$ cat src/rtl/tpwm_pkg.sv
package tpwm_pkg;

  // Per-phase output level settings, gathered from the flat top-level ports.
  typedef struct packed {
    logic act_n;
    logic act_c;
    logic init_n;
    logic init_c;
  } lvl_t;

  // Level of one output pin: cutoff first, then the halted level, then the PWM state.
  function automatic logic pin_drive(input logic act_lvl, input logic init_lvl,
                                     input logic on, input logic running,
                                     input logic cut);
    if (cut)      return ~act_lvl;
    if (!running) return init_lvl;
    return on ? act_lvl : ~act_lvl;
  endfunction

endpackage

$ cat src/rtl/tpwm_counter.sv
module tpwm_counter #(
  parameter int CW = 8
) (
  input  logic          clk,
  input  logic          rst_n,
  input  logic          tick,
  input  logic          start_set,
  input  logic          stop_req,
  input  logic          oneshot,
  input  logic [CW-1:0] period,
  output logic [CW-1:0] cnt,
  output logic          run,
  output logic          adv,
  output logic          per_evt,
  output logic          ovf_evt,
  output logic          tog
);
  localparam logic [CW-1:0] CNT_MAX = '1;

  logic halt_req;

  // Value after one tick: wrap on the period match, otherwise step by one.
  function automatic logic [CW-1:0] next_count(input logic [CW-1:0] c,
                                               input logic wrap);
    return wrap ? '0 : c + 1'b1;
  endfunction

  assign halt_req = stop_req && !oneshot;
  assign adv      = run && tick && !start_set && !halt_req;
  assign per_evt  = adv && (cnt == period);
  assign ovf_evt  = adv && (cnt == CNT_MAX);

  always_ff @(posedge clk or negedge rst_n) begin
    if (!rst_n) begin
      cnt <= '0;
      run <= 1'b0;
      tog <= 1'b0;
    end else if (start_set) begin
      run <= 1'b1;
      cnt <= '0;
    end else if (halt_req) begin
      run <= 1'b0;
    end else if (adv) begin
      cnt <= next_count(cnt, per_evt);
      if (per_evt) begin
        tog <= ~tog;
        if (oneshot) run <= 1'b0;
      end
    end
  end
endmodule

$ cat src/rtl/tpwm_phase.sv
module tpwm_phase
  import tpwm_pkg::*;
#(
  parameter int CW = 8
) (
  input  logic          clk,
  input  logic          rst_n,
  input  logic          load,
  input  logic          buf_en,
  input  logic          adv,
  input  logic          run,
  input  logic          cutoff,
  input  logic [CW-1:0] cnt,
  input  logic [CW-1:0] period,
  input  logic [CW-1:0] cmp_in,
  input  lvl_t          lvl,
  output logic          out_n,
  output logic          out_c,
  output logic          match_evt
);
  logic [CW-1:0] shadow;
  logic [CW-1:0] n_used;
  logic [CW-1:0] n_clamped;
  logic          norm_on;

  // A compare value at or above the period is treated as the period.
  function automatic logic [CW-1:0] clamp_cmp(input logic [CW-1:0] n,
                                              input logic [CW-1:0] m);
    return (n >= m) ? m : n;
  endfunction

  // The normal phase is active in the part of the period above the compare value.
  function automatic logic normal_active(input logic [CW-1:0] c,
                                         input logic [CW-1:0] n);
    return c > n;
  endfunction

  always_ff @(posedge clk or negedge rst_n) begin
    if (!rst_n)    shadow <= '0;
    else if (load) shadow <= cmp_in;
  end

  assign n_used    = buf_en ? shadow : cmp_in;
  assign n_clamped = clamp_cmp(n_used, period);
  assign norm_on   = normal_active(cnt, n_clamped);
  assign match_evt = adv && (cnt == n_used);

  assign out_n = pin_drive(lvl.act_n, lvl.init_n, norm_on,  run, cutoff);
  assign out_c = pin_drive(lvl.act_c, lvl.init_c, !norm_on, run, cutoff);
endmodule

$ cat src/rtl/tpwm_timer.sv
module tpwm_timer
  import tpwm_pkg::*;
#(
  parameter int CNT_W  = 8,
  parameter int PHASES = 3
) (
  input  logic                    clk,
  input  logic                    rst_n,
  input  logic                    tick,
  input  logic                    start_set,
  input  logic                    stop_req,
  input  logic                    oneshot,
  input  logic                    buf_en,
  input  logic                    trig_en,
  input  logic                    cutoff,
  input  logic [CNT_W-1:0]        period,
  input  logic [PHASES*CNT_W-1:0] cmp,
  input  logic [PHASES-1:0]       act_n,
  input  logic [PHASES-1:0]       act_c,
  input  logic [PHASES-1:0]       init_n,
  input  logic [PHASES-1:0]       init_c,
  output logic [PHASES-1:0]       pwm_n,
  output logic [PHASES-1:0]       pwm_c,
  output logic                    pwm_tog,
  output logic                    running,
  output logic                    irq_per,
  output logic [PHASES-1:0]       irq_cmp,
  output logic                    irq_ovf,
  output logic                    adc_trig
);
  logic [CNT_W-1:0]  cnt;
  logic              run;
  logic              adv;
  logic              per_evt;
  logic              ovf_evt;
  logic              tog;
  logic              shadow_load;
  logic [PHASES-1:0] match_vec;

  assign shadow_load = start_set || per_evt;

  tpwm_counter #(.CW(CNT_W)) u_cnt (
    .clk(clk), .rst_n(rst_n), .tick(tick), .start_set(start_set),
    .stop_req(stop_req), .oneshot(oneshot), .period(period),
    .cnt(cnt), .run(run), .adv(adv), .per_evt(per_evt),
    .ovf_evt(ovf_evt), .tog(tog)
  );

  for (genvar i = 0; i < PHASES; i++) begin : g_ph
    lvl_t lvl;
    assign lvl = '{act_n: act_n[i], act_c: act_c[i],
                   init_n: init_n[i], init_c: init_c[i]};
    tpwm_phase #(.CW(CNT_W)) u_ph (
      .clk(clk), .rst_n(rst_n), .load(shadow_load), .buf_en(buf_en),
      .adv(adv), .run(run), .cutoff(cutoff), .cnt(cnt), .period(period),
      .cmp_in(cmp[i*CNT_W +: CNT_W]), .lvl(lvl),
      .out_n(pwm_n[i]), .out_c(pwm_c[i]), .match_evt(match_vec[i])
    );
  end

  always_ff @(posedge clk or negedge rst_n) begin
    if (!rst_n) begin
      irq_per  <= 1'b0;
      irq_cmp  <= '0;
      irq_ovf  <= 1'b0;
      adc_trig <= 1'b0;
    end else begin
      irq_per  <= per_evt;
      irq_cmp  <= match_vec;
      irq_ovf  <= ovf_evt;
      adc_trig <= per_evt && trig_en;
    end
  end

  assign pwm_tog = tog;
  assign running = run;
endmodule

$ cat config.mk
export PLATFORM = sky130hd
export DESIGN_NAME = tpwm_timer
export DESIGN_NICKNAME = d
export VERILOG_FILES = /design/src/rtl/tpwm_pkg.sv /design/src/rtl/tpwm_counter.sv /design/src/rtl/tpwm_phase.sv /design/src/rtl/tpwm_timer.sv
export SDC_FILE = /design/constraint.sdc
export NUM_CORES = 1
export LEC_CHECK = 0
export ABC_AREA = 1
export ABC_CLOCK_PERIOD_IN_PS = 4800
export BUFFER_PORTS_ARGS = -buffer_cell sky130_fd_sc_hd__buf_2
export CORE_ASPECT_RATIO = 2
export CORE_MARGIN = 4
export CORE_UTILIZATION = 58
export DETAILED_ROUTE_END_ITERATION = 10
export PLACE_DENSITY = 0.88
export SYNTH_ARGS = -nofsm -noshare
export SYNTH_HDL_FRONTEND = slang
export SYNTH_SLANG_ARGS = --single-unit
$ cat constraint.sdc
create_clock -name clk -period 4.8 [get_ports clk]
set_clock_uncertainty 0.2 [all_clocks]
set_input_delay 0.72 -clock clk [delete_from_list [all_inputs] [get_ports clk]]
set_output_delay 0.72 -clock clk [all_outputs]
set_load 0.005 [all_outputs]
### Word level (Yosys, flattened, before mapping)

Cells that the tools add are included.
W data, S select, Z words.

* register bits: 40
* input port bits: 53
* output and inout port bits: 14
* logic and storage cells: 101

* add/sub/neg operators: 1
* magnitude comparators: 6
* equal/unequal tests: 6
* mux-type cells: 48
* bitwise gates (word level): 9
* reductions and logical operators: 21

Operators with widths (count)
* $mux W8: 10
* $mux W1: 38
* $eq A8 B8 Y1: 4
* $ge A8 B8 Y1: 3
* $gt A8 B8 Y1: 3
* $logic_and A1 B1 Y1: 10
* $not A1 Y1: 9
* $reduce_bool A3 Y1: 3
* $add A8 B1 Y8 const B: 1
* $eq A8 B8 Y1 const B: 1
* $reduce_and A4 Y1: 1
* $logic_not A1 Y1: 3
* $reduce_and A3 Y1: 1
* $ne A2 B2 Y1 const B: 1
* $reduce_and A2 Y1: 1
* $reduce_bool A2 Y1: 1
* $logic_or A1 B1 Y1: 1

### Logic depth before layout (Yosys ltp)

Gate-level depths: netlist (run 1).

* depth in word-level cells: 9
* mapped depth: 27
* mapped depth without buffers: 25

### By module

Synthesis (run 1) repeated with hierarchy kept, for this count alone.

* cells, all modules: 640
* area total of the unflattened synthesis: 4056.4 um^2

Modules (own cells, without submodules)
* tpwm_phase: times used 3, cells an instance 170, area each 1043.5 um^2, seq. area each 200.2 um^2
* tpwm_counter: times used 1, cells an instance 119, area each 757.0 um^2, seq. area each 250.2 um^2
* tpwm_timer: times used 1, cells an instance 11, area each 168.9 um^2, seq. area each 150.1 um^2

### Worst setup path after synthesis (run 1)

OpenSTA, ideal clock, no wires.

* path type: input-to-output
* start point: in buf_en
* end point: out pwm_n[1]
* arrival: 3.425 ns
* required time: 3.880 ns
* slack: 0.455 ns
* stages on the path: 22
* buffers on the path: 4
* cell sequence: buf_2 > buf_2 > o21ai_0 > inv_1 > ha_1 > nand2_1 > nor2_1 > nand4_1 > nand3_1 > clkbuf_1 > o21ai_0 > ha_1 > nand2_1 > nor2_1 > nand2_1 > nand2_1 > nand2_1 > nand2_1 > nand3_1 > nand2_1 > nand2_1 > buf_4

* longest elaborated chain between the ends: 7

RTL lines
* start: declaration: line tpwm_timer.sv:13 `input logic buf_en,`
* $mux W8 (*): line tpwm_phase.sv:43 `assign n_used = buf_en ? shadow : cmp_in;`
* $ge A8 B8 Y1: line tpwm_phase.sv:29 `return (n >= m) ? m : n;`
* $mux W8 (*): line tpwm_phase.sv:29
* $gt A8 B8 Y1 (*): line tpwm_phase.sv:35 `return c > n;`
* $mux W1 (*) (2 in series): line tpwm_pkg.sv:17 `return on ? act_lvl : ~act_lvl;`
* $mux W1 (*): line tpwm_pkg.sv:16 `if (!running) return init_lvl;`
* end: declaration: line tpwm_timer.sv:22 `output logic [PHASES-1:0] pwm_n,`

Mark *: on every way between the ends. The rest lies on a longest branch, timed or not.

### Worst setup path after layout (run 1)

* start point: in buf_en
* end point: out pwm_c[2]

* longest elaborated chain between the ends: 7

RTL lines
* $mux W8 (*): line tpwm_phase.sv:43
* $ge A8 B8 Y1: line tpwm_phase.sv:29
* $mux W8 (*): line tpwm_phase.sv:29
* $gt A8 B8 Y1 (*): line tpwm_phase.sv:35
* $mux W1 (*) (2 in series): line tpwm_pkg.sv:17
* $mux W1 (*): line tpwm_pkg.sv:16
* end: declaration: line tpwm_timer.sv:23 `output logic [PHASES-1:0] pwm_c,`

Marks and branches as above.

==> results of run 1 <==
[worst register-to-register path, cell delays in order, from the launching register on]
cell	delay [ps]
dfrtp_1	640
a21boi_2	290
nand2_2	100
nor2_4	250
nand3_4	180
nand2_8	360
nand2_1	160
o21ai_1	100
[synthesized netlist by cell type, types with 2 or more instances]
| cell | n | share of area [%] |
|---|---|---|
| a21o_1 | 3 | 0.53 |
| a21oi_1 | 29 | 3.4 |
| buf_12 | 3 | 1.4 |
| buf_2 | 7 | 0.83 |
| buf_4 | 9 | 1.6 |
| buf_6 | 5 | 1.3 |
| clkbuf_1 | 4 | 0.36 |
| dfrtp_1 | 40 | 24 |
| ha_1 | 49 | 15 |
| inv_1 | 85 | 7.6 |
| inv_2 | 3 | 0.27 |
| nand2_1 | 133 | 12 |
| nand2_2 | 23 | 3.4 |
| nand3_1 | 27 | 3.2 |
| nand4_1 | 12 | 1.8 |
| nor2_1 | 46 | 4.1 |
| nor3_1 | 5 | 0.59 |
| nor3_2 | 3 | 0.71 |
| o21a_1 | 4 | 0.71 |
| o21ai_0 | 46 | 5.5 |
| o21ai_1 | 2 | 0.24 |
| o21ai_2 | 22 | 4.6 |
| o22ai_1 | 8 | 1.2 |
| xnor2_1 | 4 | 0.83 |
| xor2_1 | 16 | 3.3 |
[sequential cells by signal (all words and copies together), names as in the netlist]
register	count
adc_trig	1
g_ph.u_ph.shadow	24
irq_cmp	3
irq_ovf	1
irq_per	1
u_cnt.cnt	8
u_cnt.run	1
u_cnt.tog	1
[report_power, final]
part / internal, mW / total [mW] / switching (mW)
Sequential: 0.357 / 0.368 / 0.0108
Clock: 0.189 / 0.315 / 0.127
Combinational: 0.140 / 0.370 / 0.230
Total: 0.686 / 1.05 / 0.367
[timing repair]
| item | 4_1_cts | 5_1_grt |
|---|---|---|
| gates resized for setup | 2 | 15 |
| pin swaps | 0 | 0 |
| setup endpoints to repair | 4 | 6 |
| hold buffers | 0 | 0 |
[placed cells by master (no fill, tap or decap), drive strengths merged, types with 8 or more instances in the layout]
master	netlist	routed
nand2	157	157
inv	88	88
buf	25	76
o21ai	70	70
ha	49	49
nor2	48	48
dfrtp	40	40
a21oi	29	29
nand3	28	28
xor2	16	16
nand4	12	12
nor3	9	9
o22ai	8	8
[per-stage QoR]
| step | util, % | total power [mW] | instance area, um2 | hold WS [ps] |
|---|---|---|---|---|
| after detailed placement | 64.33 | 0.7341 | 4499 | 262.6 |
| after global routing | 66.80 | 1.125 | 4672 | 293.7 |
| after global placement | 64.33 | 0.7138 | 4499 | 258.5 |
| after CTS | 66.39 | 1.048 | 4643 | 274.4 |
| after floorplan | - | 0.6304 | 4219 | 224.4 |
| final | 66.80 | 1.053 | 4672 | 272.2 |
[metal layers]
metal / up-vias / routed length [um]
met5: - / 0
met4: 0 / 697
met3: 43 / 492
met2: 134 / 5810
met1: 1859 / 4010
li1: 2033 / -
[cell families (layout without fill, tap and decap cells)]
family,Yosys count,in the layout,synth area share (%)
AND/OR/NAND/NOR,255,255,27.46
adder cells (fa/ha/maj),49,49,14.53
buffers and inverters,118,172,13.55
flip-flops,40,40,23.72
AO/OA/AOI/OAI,116,116,16.58
XOR/XNOR,20,20,4.152
[worst paths after layout]
path	startpoint	endpoint	slack [ps]
worst max-delay path	buf_en	pwm_c[2]	310
worst min-delay path	u_cnt.tog	u_cnt.tog	270
worst max register to register	u_cnt.run	g_ph[1].u_ph.shadow[6]	2420
worst min register to register	u_cnt.tog	u_cnt.tog	270
max in group asynchronous	rst_n	u_cnt.tog	3490
min in group asynchronous	rst_n	g_ph[2].u_ph.shadow[3]	350
[final cells by class]
cell class	instances	area [um2]	share of cell area, %
sequential	40	1001	21.42
clock buffer	6	128.9	2.758
inverter	89	334.1	7.151
multi-input combinational	440	2679	57.34
tap	90	112.6	2.410
timing repair buffer	76	411.6	8.811
clock inverter	1	5.005	0.1071
==> results.cfg, run 1 <==
[outcome]
status = finished clean

[timing]
final_max_slew_viol_count = 0
rsz0062_at_grt = no
fmax_mhz = 222.6
period_minus_slack_ps = 4493
period_share_pct = 93.60
maxSlewHeadroom_pct = 41.43
hold_viol = 0
worstMarginPinSlew_ps = 878.5
worst_slack_ps = 307.1
finalSetupViolCount = 0
finalSetupTns_ps = 0

[synthesis]
synth-seq-cells = 40
syn_nets = 700
synth_edf_count = 0
ys_types = 35
synth_cells = 598
syn_area_per_cell_um2 = 7.055
yosysWarnings = 0
synth_top_flop_cell = dfrtp_1
syn_area_um2 = 4219
ys_seq_area_share_pct = 23.72
synthArstFlopShare_pct = 100.0

[power_and_ir_drop]
ir_worst_vdd_v = 0.0002951
p_per_area_nw_per_um2 = 225.5
leakage_nw = 2.575

[route]
routed_via_density = 5.484
drt-total-wl_um = 11010
vias = 4069
drc = 0
drtIter0Drc = 208
dr.pass1.iters = 5
post_drt_wl_per_cell_um = 14.84
drt.antenna.violating_nets = 0

[grt]
grt_pass1_vias = 4096
use_met2_pct = 48.12
use_met1_pct = 27.90
grt-busiest-layer = met2
antenna_found_initial = 0
grt_overflow_total = 0
grt_max_degree = 53
grt_pass1_wl_um = 18080
grt_use_met3_pct = 3.057
grt_usage_pct = 27.00

[finish]
area_growth_pct = 10.74
antenna_cells = 0
fin_cells = 742
drive_above_1_share_pct = 22.24
nets = 754
fill_cells = 618

[cts]
cts-root-buf = clkbuf_16
cts_buffer_depth = 2
cts_setup_buffers = 0
path_clk_slew_ps = 50
cts_sinks = 40
cts_tree = done
h-tree-depth = 2
clock_latency_ps = 290
cts_made_buffers = 5

[floorplanning]
die_w_um = 68.31
die_y_um = 128.6
die-area_um2 = 8786
rows = 43
fp.coreArea_um2 = 6994
io_pins = 67
initial_utilization_pct = 60.32

[worst_setup_path]
critPathBufInv = 4
worstSetupStartpointType = primary input
cp.required_ps = 3880
cpMostUsedCell = nand2_1
slowest_delay_ps = 330
crit_chain = buf_6 -> nor2_1 -> a21oi_1 -> ha_1 -> a21oi_1 -> o21ai_0 -> nand2_1 -> nand3_1 -> buf_4 -> nand2_1 -> o21ai_0 -> ha_1 -> nand2_1 -> inv_1 -> nand2_1 -> nand2_1 -> nand2_1 -> nand2_1 -> nand2_1 -> nand2_1 -> nand3_1 -> nand2_1 -> nand2_1 -> buf_2
worst_path_dominant_cell_family = simple AND/OR/NAND/NOR gates
arrival_ps = 3570
critPathCaptureType = output port
cp.depth = 24
worst-path-max-fanout = 25
slowest_stage = a21oi_1
crit_type = primary input to output port
worstRegToRegCells = 7

[min_path]
hold_class = flip-flop to flip-flop
min_path_cells = 1

[placed_design]
dp_cells = 735
dp_worst_setup_slack_ps = -49.89
detailed_place_hpwl_um = 8789
port_buffers = 66
gp_congestion = 0.9479

[run]
maxCapViolations = 0
Power figures use the tool's default switching activity.
==> inputs of run 2 (changes only) <==
- PLACE_DENSITY: 0.88 -> 0.89
- SYNTH_HIERARCHICAL: not set -> 1
==> run 2 against run 1 <==
Compared with the run above: design area is 2.1% higher; cell count is 7.8% higher; die area decreased by 3.5%; sequential share of layout area shrank 0.43 points; global-route usage is 0.13 points lower; non-clock buffer count down 4; critical endpoint is now pwm_c[0]; highest routed layer unchanged.
==> results.cfg, run 2 <==
[outcome]
status = finished clean

[route]
drtIter0Drc = 292
routed_via_density = 5.491
drc = 0
vias = 4393
dr.pass1.iters = 7
drt.antenna.violating_nets = 0
drt-total-wl_um = 11510
post_drt_wl_per_cell_um = 14.39

[synthesis]
synth_top_flop_cell = dfrtp_1
synth_cells = 640
synth-seq-cells = 40
synthArstFlopShare_pct = 100.0
netlist.area_leader.share_pct = 24.68
synth_common_cells = nand2_1, inv_1, o21ai_0
ys_types = 27
syn_area_um2 = 4056
syn_nets = 742
syn_area_per_cell_um2 = 6.338
synth_edf_count = 0
yosysMostFrequentCell = nand2_1
ys_seq_area_share_pct = 24.68
yosysWarnings = 6
ys_top_cells_by_area = dfrtp_1, nand2_1, ha_1
yosys.area.top_type = dfrtp_1

[placed_design]
detailed_place_hpwl_um = 8236
gp_congestion = 0.9303
dp_cells = 789
port_buffers = 66

[grt]
grt_max_degree = 49
use_met1_pct = 27.09
grt_use_met3_pct = 5.348
grt_overflow_total = 0
use_met2_pct = 46.58
grt_pass1_vias = 4211
antenna_found_initial = 0
grt_usage_pct = 26.87
grt_pass1_wl_um = 17670
grt-busiest-layer = met2

[worst_setup_path]
worst-path-max-fanout = 24
r2r_slack_ps = 2140
worstSetupStartpointType = primary input
critPathCaptureType = output port
r2r_end = g_ph[1].u_ph/shadow[3]
cp.required_ps = 3880
crit_type = primary input to output port
arrival_ps = 3650
worstRegToRegCells = 10
critPathLaunch = buf_en
r2r_start = u_cnt/cnt[7]

[min_path]
min_to = u_cnt/tog
hold_class = flip-flop to flip-flop
min_path_cells = 2
hp-start = u_cnt/tog

[timing]
final_max_slew_viol_count = 0
maxSlewHeadroom_pct = 37.27
hold_viol = 0
finalSetupTns_ps = 0
period_minus_slack_ps = 4575
fmax_mhz = 218.6
worstMarginPinSlew_ps = 940.9
finalSetupViolCount = 0
rsz0062_at_grt = yes
period_share_pct = 95.30

[power_and_ir_drop]
power.share.sequential_pct = 32.3
p_sw_mw = 0.3846
p_sw_share_pct = 33.41
p_int_mw = 0.7665
pwr-share-clk_pct = 36.0
p_per_area_nw_per_um2 = 241.4
power.total_mw = 1.151
combPwrFrac_pct = 31.7
leakage_nw = 2.822
ir_worst_vdd_v = 0.0003559

[finish]
largestRegisters = g_ph.u_ph/shadow (24), u_cnt/cnt (8), irq_cmp (3)
antenna_cells = 0
most-common-layout-cells = nand2_1, inv_1, buf_2, o21ai_0, ha_1
nets = 813
largest_reg_flops = 24
fill_cells = 582
final_common_cell = nand2_1
max_flop_register = g_ph.u_ph/shadow
area_growth_pct = 17.55
fin_util_pct = 70.89
fin_cells = 800
drive_above_1_share_pct = 14.61

[cts]
cts_tree = done
cts_hold_buf = 0
cts_made_buffers = 5
path_clk_slew_ps = 60
clock_latency_ps = 290
cts-root-buf = clkbuf_16
cts_buffer_depth = 2
cts_sinks = 40
h-tree-depth = 2

[floorplanning]
die_y_um = 126.3
initial_utilization_pct = 60.31
fp.coreArea_um2 = 6726
die_w_um = 67.14
die-area_um2 = 8477
io_pins = 67
rows = 42

[run]
maxCapViolations = 0
## run 2: worst max-delay path, cell delays in order
cell and delay (ps):
buf_2 140, clkbuf_16 200, o21ai_1 230, inv_1 110
ha_1 300, nand2_1 70, nor2_1 160, nand4_1 170
nand3_4 210, o21ai_0 110, ha_1 320, nand2_1 90
a21oi_1 190, nor2_1 60, nand2_1 130, nand2_1 80
nand2_1 60, nand3_1 60, nand2_1 80, nand2_1 40
buf_2 120
## run 2: worst max path at each step
stage	end	cells after the start
final	pwm_c[0]	21
after global routing	pwm_c[0]	21
after CTS	pwm_c[0]	20
after detailed placement	pwm_c[0]	20
after global placement	pwm_n[2]	20
after floorplan	pwm_c[0]	20
## run 2: power by group through the flow
stage	combinational [mW]	sequential [mW]	clock (mW)
5_1_grt	0.418	0.374	0.435
3_5_place_dp	0.335	0.377	0
6_report	0.365	0.371	0.414
4_1_cts	0.339	0.371	0.418
3_3_place_gp	0.316	0.376	0
2_1_floorplan	0.234	0.373	0
## run 2: metal layers
layer / part of all wire (%) / wire (um) / vias to the layer above
li1: - / - / 2176
met1: 36 / 4088 / 1964
met2: 52 / 5950 / 194
met3: 6.5 / 752 / 59
met4: 6.2 / 719 / 0
met5: 0 / 0 / -
## run 2: logic make-up (layout without fill, tap and decap cells)
| kind of cell | count (synthesis) | count (layout) | share of synthesized area [%] |
|---|---|---|---|
| AOI/OAI and AO/OA | 114 | 114 | 14.90 |
| xor gates and xnor gates | 12 | 12 | 2.591 |
| adders and majority gates | 49 | 49 | 15.11 |
| buffers and inverters | 131 | 202 | 12.77 |
| DFF | 40 | 40 | 24.68 |
| and+or+nand+nor | 294 | 295 | 29.95 |
## run 2: area by class of cell
cell class | instances | area [um2] | area share, %
inverter | 122 | 457.9 | 9.604
clock buffer | 7 | 152.6 | 3.201
multi-input combinational | 470 | 2611 | 54.76
tap | 88 | 110.1 | 2.309
sequential | 40 | 1001 | 20.99
timing repair buffer | 72 | 405.4 | 8.502
clock inverter | 1 | 30.03 | 0.6298
## run 2: timing repair
| action | CTS | global route |
|---|---|---|
| endpoints found under the setup margin | 0 | 6 |
| gates resized for setup | 0 | 18 |
| setup buffers | 0 | 1 |
## run 2: stage by stage
| step | area (um2) | hold WS (ps) | worst slack, ps |
|---|---|---|---|
| 5_1_grt | 4768 | 340.6 | -73.78 |
| 3_3_place_gp | 4479 | 266.0 | 190.8 |
| 2_1_floorplan | 4056 | 224.4 | 839.3 |
| 6_report | 4768 | 293.8 | 225.4 |
| 4_1_cts | 4662 | 300.7 | 70.84 |
| 3_5_place_dp | 4479 | 285.7 | 80.82 |
==> inputs of run 3 (changes only) <==
- ABC_AREA: 1 -> not set
==> run 3 against run 2 <==
Compared with the run above: the run now ends with negative setup slack left; design area grew 11%; area after synthesis shrank 4.6%; combinational power grew 56%; routed wire length grew 30%; via count shrank 9.9%; setup slack lost 810 ps; global-route usage grew 5.1 points; sequential power grew 4%; critical path depth shrank 4; first-iteration DRC count grew 12%; cell count shrank 26%; critical endpoint unchanged; largest power group is now combinational cells; highest routed layer unchanged.
==> results.cfg, run 3 <==
[grt]
grt_pass1_vias = 4021
grt_overflow_total = 0
antenna_found_initial = 0
grt_usage_pct = 31.94
grt_pass1_wl_um = 19450
grt_max_degree = 41

[finish]
max_flop_register = g_ph.u_ph/shadow
fill_cells = 319
fin_util_pct = 82.69
largest_reg_flops = 24
most-common-layout-cells = buf_2, buf_4, dfrtp_1, ha_1, inv_1
drive_above_1_share_pct = 45.65
fin_cells = 592
largestRegisters = g_ph.u_ph/shadow (24), u_cnt/cnt (8), irq_cmp (3)
area_growth_pct = 36.97
antenna_cells = 0
nets = 608
final_common_cell = buf_2

[timing]
period_minus_slack_ps = 5382
worst_slack_ps = -582.3
period_share_pct = 112.1
finalSetupViolCount = 6
worstMarginPinSlew_ps = 1143
fmax_mhz = 185.8
rsz0062_at_grt = yes
maxSlewHeadroom_pct = 23.77
hold_viol = 0
final_max_slew_viol_count = 0
finalSetupTns_ps = -2395
hold_slack_ps = 276.3

[min_path]
hp-start = u_cnt/tog
min_path_cells = 1
hold_class = flip-flop to flip-flop
min_to = u_cnt/tog

[worst_setup_path]
worstRegToRegCells = 6
r2r_slack_ps = 1310
worst-path-max-fanout = 7
cp.required_ps = 3880
arrival_ps = 4460
r2r_end = g_ph[1].u_ph/shadow[7]
critPathCaptureType = output port
r2r_start = u_cnt/cnt[7]
crit_type = primary input to output port
worstSetupStartpointType = primary input

[floorplanning]
die_w_um = 65.77
die_y_um = 123.5
rows = 41
io_pins = 67
die-area_um2 = 8125
fp.coreArea_um2 = 6412
initial_utilization_pct = 60.37

[power_and_ir_drop]
power.total_mw = 1.383
p_per_area_nw_per_um2 = 260.7
ir_worst_vdd_v = 0.0002595
leakage_nw = 2.668

[route]
dr.pass1.iters = 7
vias = 3957
drt.antenna.violating_nets = 0
drtIter0Drc = 327
routed_via_density = 6.684
drc = 0
drt-total-wl_um = 14990
post_drt_wl_per_cell_um = 25.31

[synthesis]
synthMuxAreaShare_pct = 21.82
yosysMostFrequentCell = ha_1
syn_area_per_cell_um2 = 10.16
yosys.area.top_type = dfrtp_1
synth_top_flop_cell = dfrtp_1
synth_xor_area_share_pct = 7.886
synth_cells = 381
ys_top_cells_by_area = dfrtp_1, ha_1, mux2_2
synth_simple_gate_area_share_pct = 11.70
netlist.area_leader.share_pct = 25.86
syn_nets = 483
synth_common_cells = ha_1, dfrtp_1, inv_1
synth_edf_count = 0
synth_top_family_by_area = multiplexers
yosysWarnings = 6
synth-seq-cells = 40
yosys.area_share.adder_pct = 15.84
ys_types = 51
syn_area_um2 = 3871
synth_compound_area_share_pct = 12.06
ys_seq_area_share_pct = 25.86
synthArstFlopShare_pct = 100.0

[placed_design]
dp_cells = 565
port_buffers = 66
detailed_place_hpwl_um = 7952
gp_congestion = 0.9813

[cts]
cts_tree = done
h-tree-depth = 2
cts_sinks = 40
cts_buffer_depth = 2
clock_latency_ps = 290
cts-root-buf = clkbuf_16
cts_hold_buf = 0
path_clk_slew_ps = 60
cts_made_buffers = 5

[outcome]
status = finished with violations
violations = negative setup slack

[run]
maxCapViolations = 0
[run 3: timing repair]
action	4_1_cts	5_1_grt
setup buffers	13	7
resized for setup	43	22
setup endpoints to repair	6	6
pin swaps	30	22
[run 3: logic make-up after synthesis]
family,Yosys count
adders and majority gates,49
muxes,73
AOI/OAI and AO/OA,64
and+or+nand+nor,79
xor gates and xnor gates,34
DFF,40
buffers and inverters,42
[run 3: report_power, final]
group          internal (mW)  total [mW]  switching [mW]
clock                  0.295       0.429           0.134
sequential             0.360       0.384          0.0236
combinational          0.292       0.570           0.278
total                  0.946        1.38           0.436
[run 3: worst max-delay path by stage]
stage | start | endpoint | cells after the start
2_1_floorplan | buf_en | pwm_n[1] | 14
3_3_place_gp | buf_en | pwm_n[1] | 16
3_5_place_dp | buf_en | pwm_c[0] | 17
4_1_cts | buf_en | pwm_n[1] | 17
5_1_grt | buf_en | pwm_c[0] | 17
6_report | buf_en | pwm_c[0] | 17
[run 3: area by class of cell]
class	instances	area, um2	share of cell area, %
Clock buffer	5	125.1	2.360
Clock inverter	2	60.06	1.133
Inverter	34	127.6	2.407
Multi-Input combinational cell	299	3008	56.72
Sequential cell	40	1001	18.88
Tap cell	86	107.6	2.029
Timing Repair Buffer	126	873.3	16.47
[run 3: metrics by stage]
step	setup slack, ps	cell area (um2)
2_1_floorplan	233.2	3871
6_report	-582.3	5303
3_5_place_dp	-260.4	4574
3_3_place_gp	-162.2	4574
4_1_cts	-146.5	5089
5_1_grt	-599.3	5303
[run 3: critical path, cell delays in order]
cell      delay, ps
buf_8           110
buf_8           130
buf_12          120
mux2_4          330
ha_1            330
nand4_1         120
o31a_1          360
buf_6           160
buf_4           140
mux2i_1         120
ha_2            340
nand4_1         260
nor2_2          300
a211oi_2         80
or4_4           560
o311ai_4        100
buf_2           160
[run 3: layer usage]
layer / part of all wire [%] / vias up / wire (um) / GRT usage [%]
met4: 8.5 / 0 / 1268 / 28.05
met1: 32 / 1852 / 4853 / 30.46
met2: 51 / 327 / 7639 / 54.68
met3: 8.2 / 134 / 1225 / 8.273
li1: - / 1644 / - / -
met5: 0 / - / 0 / 0
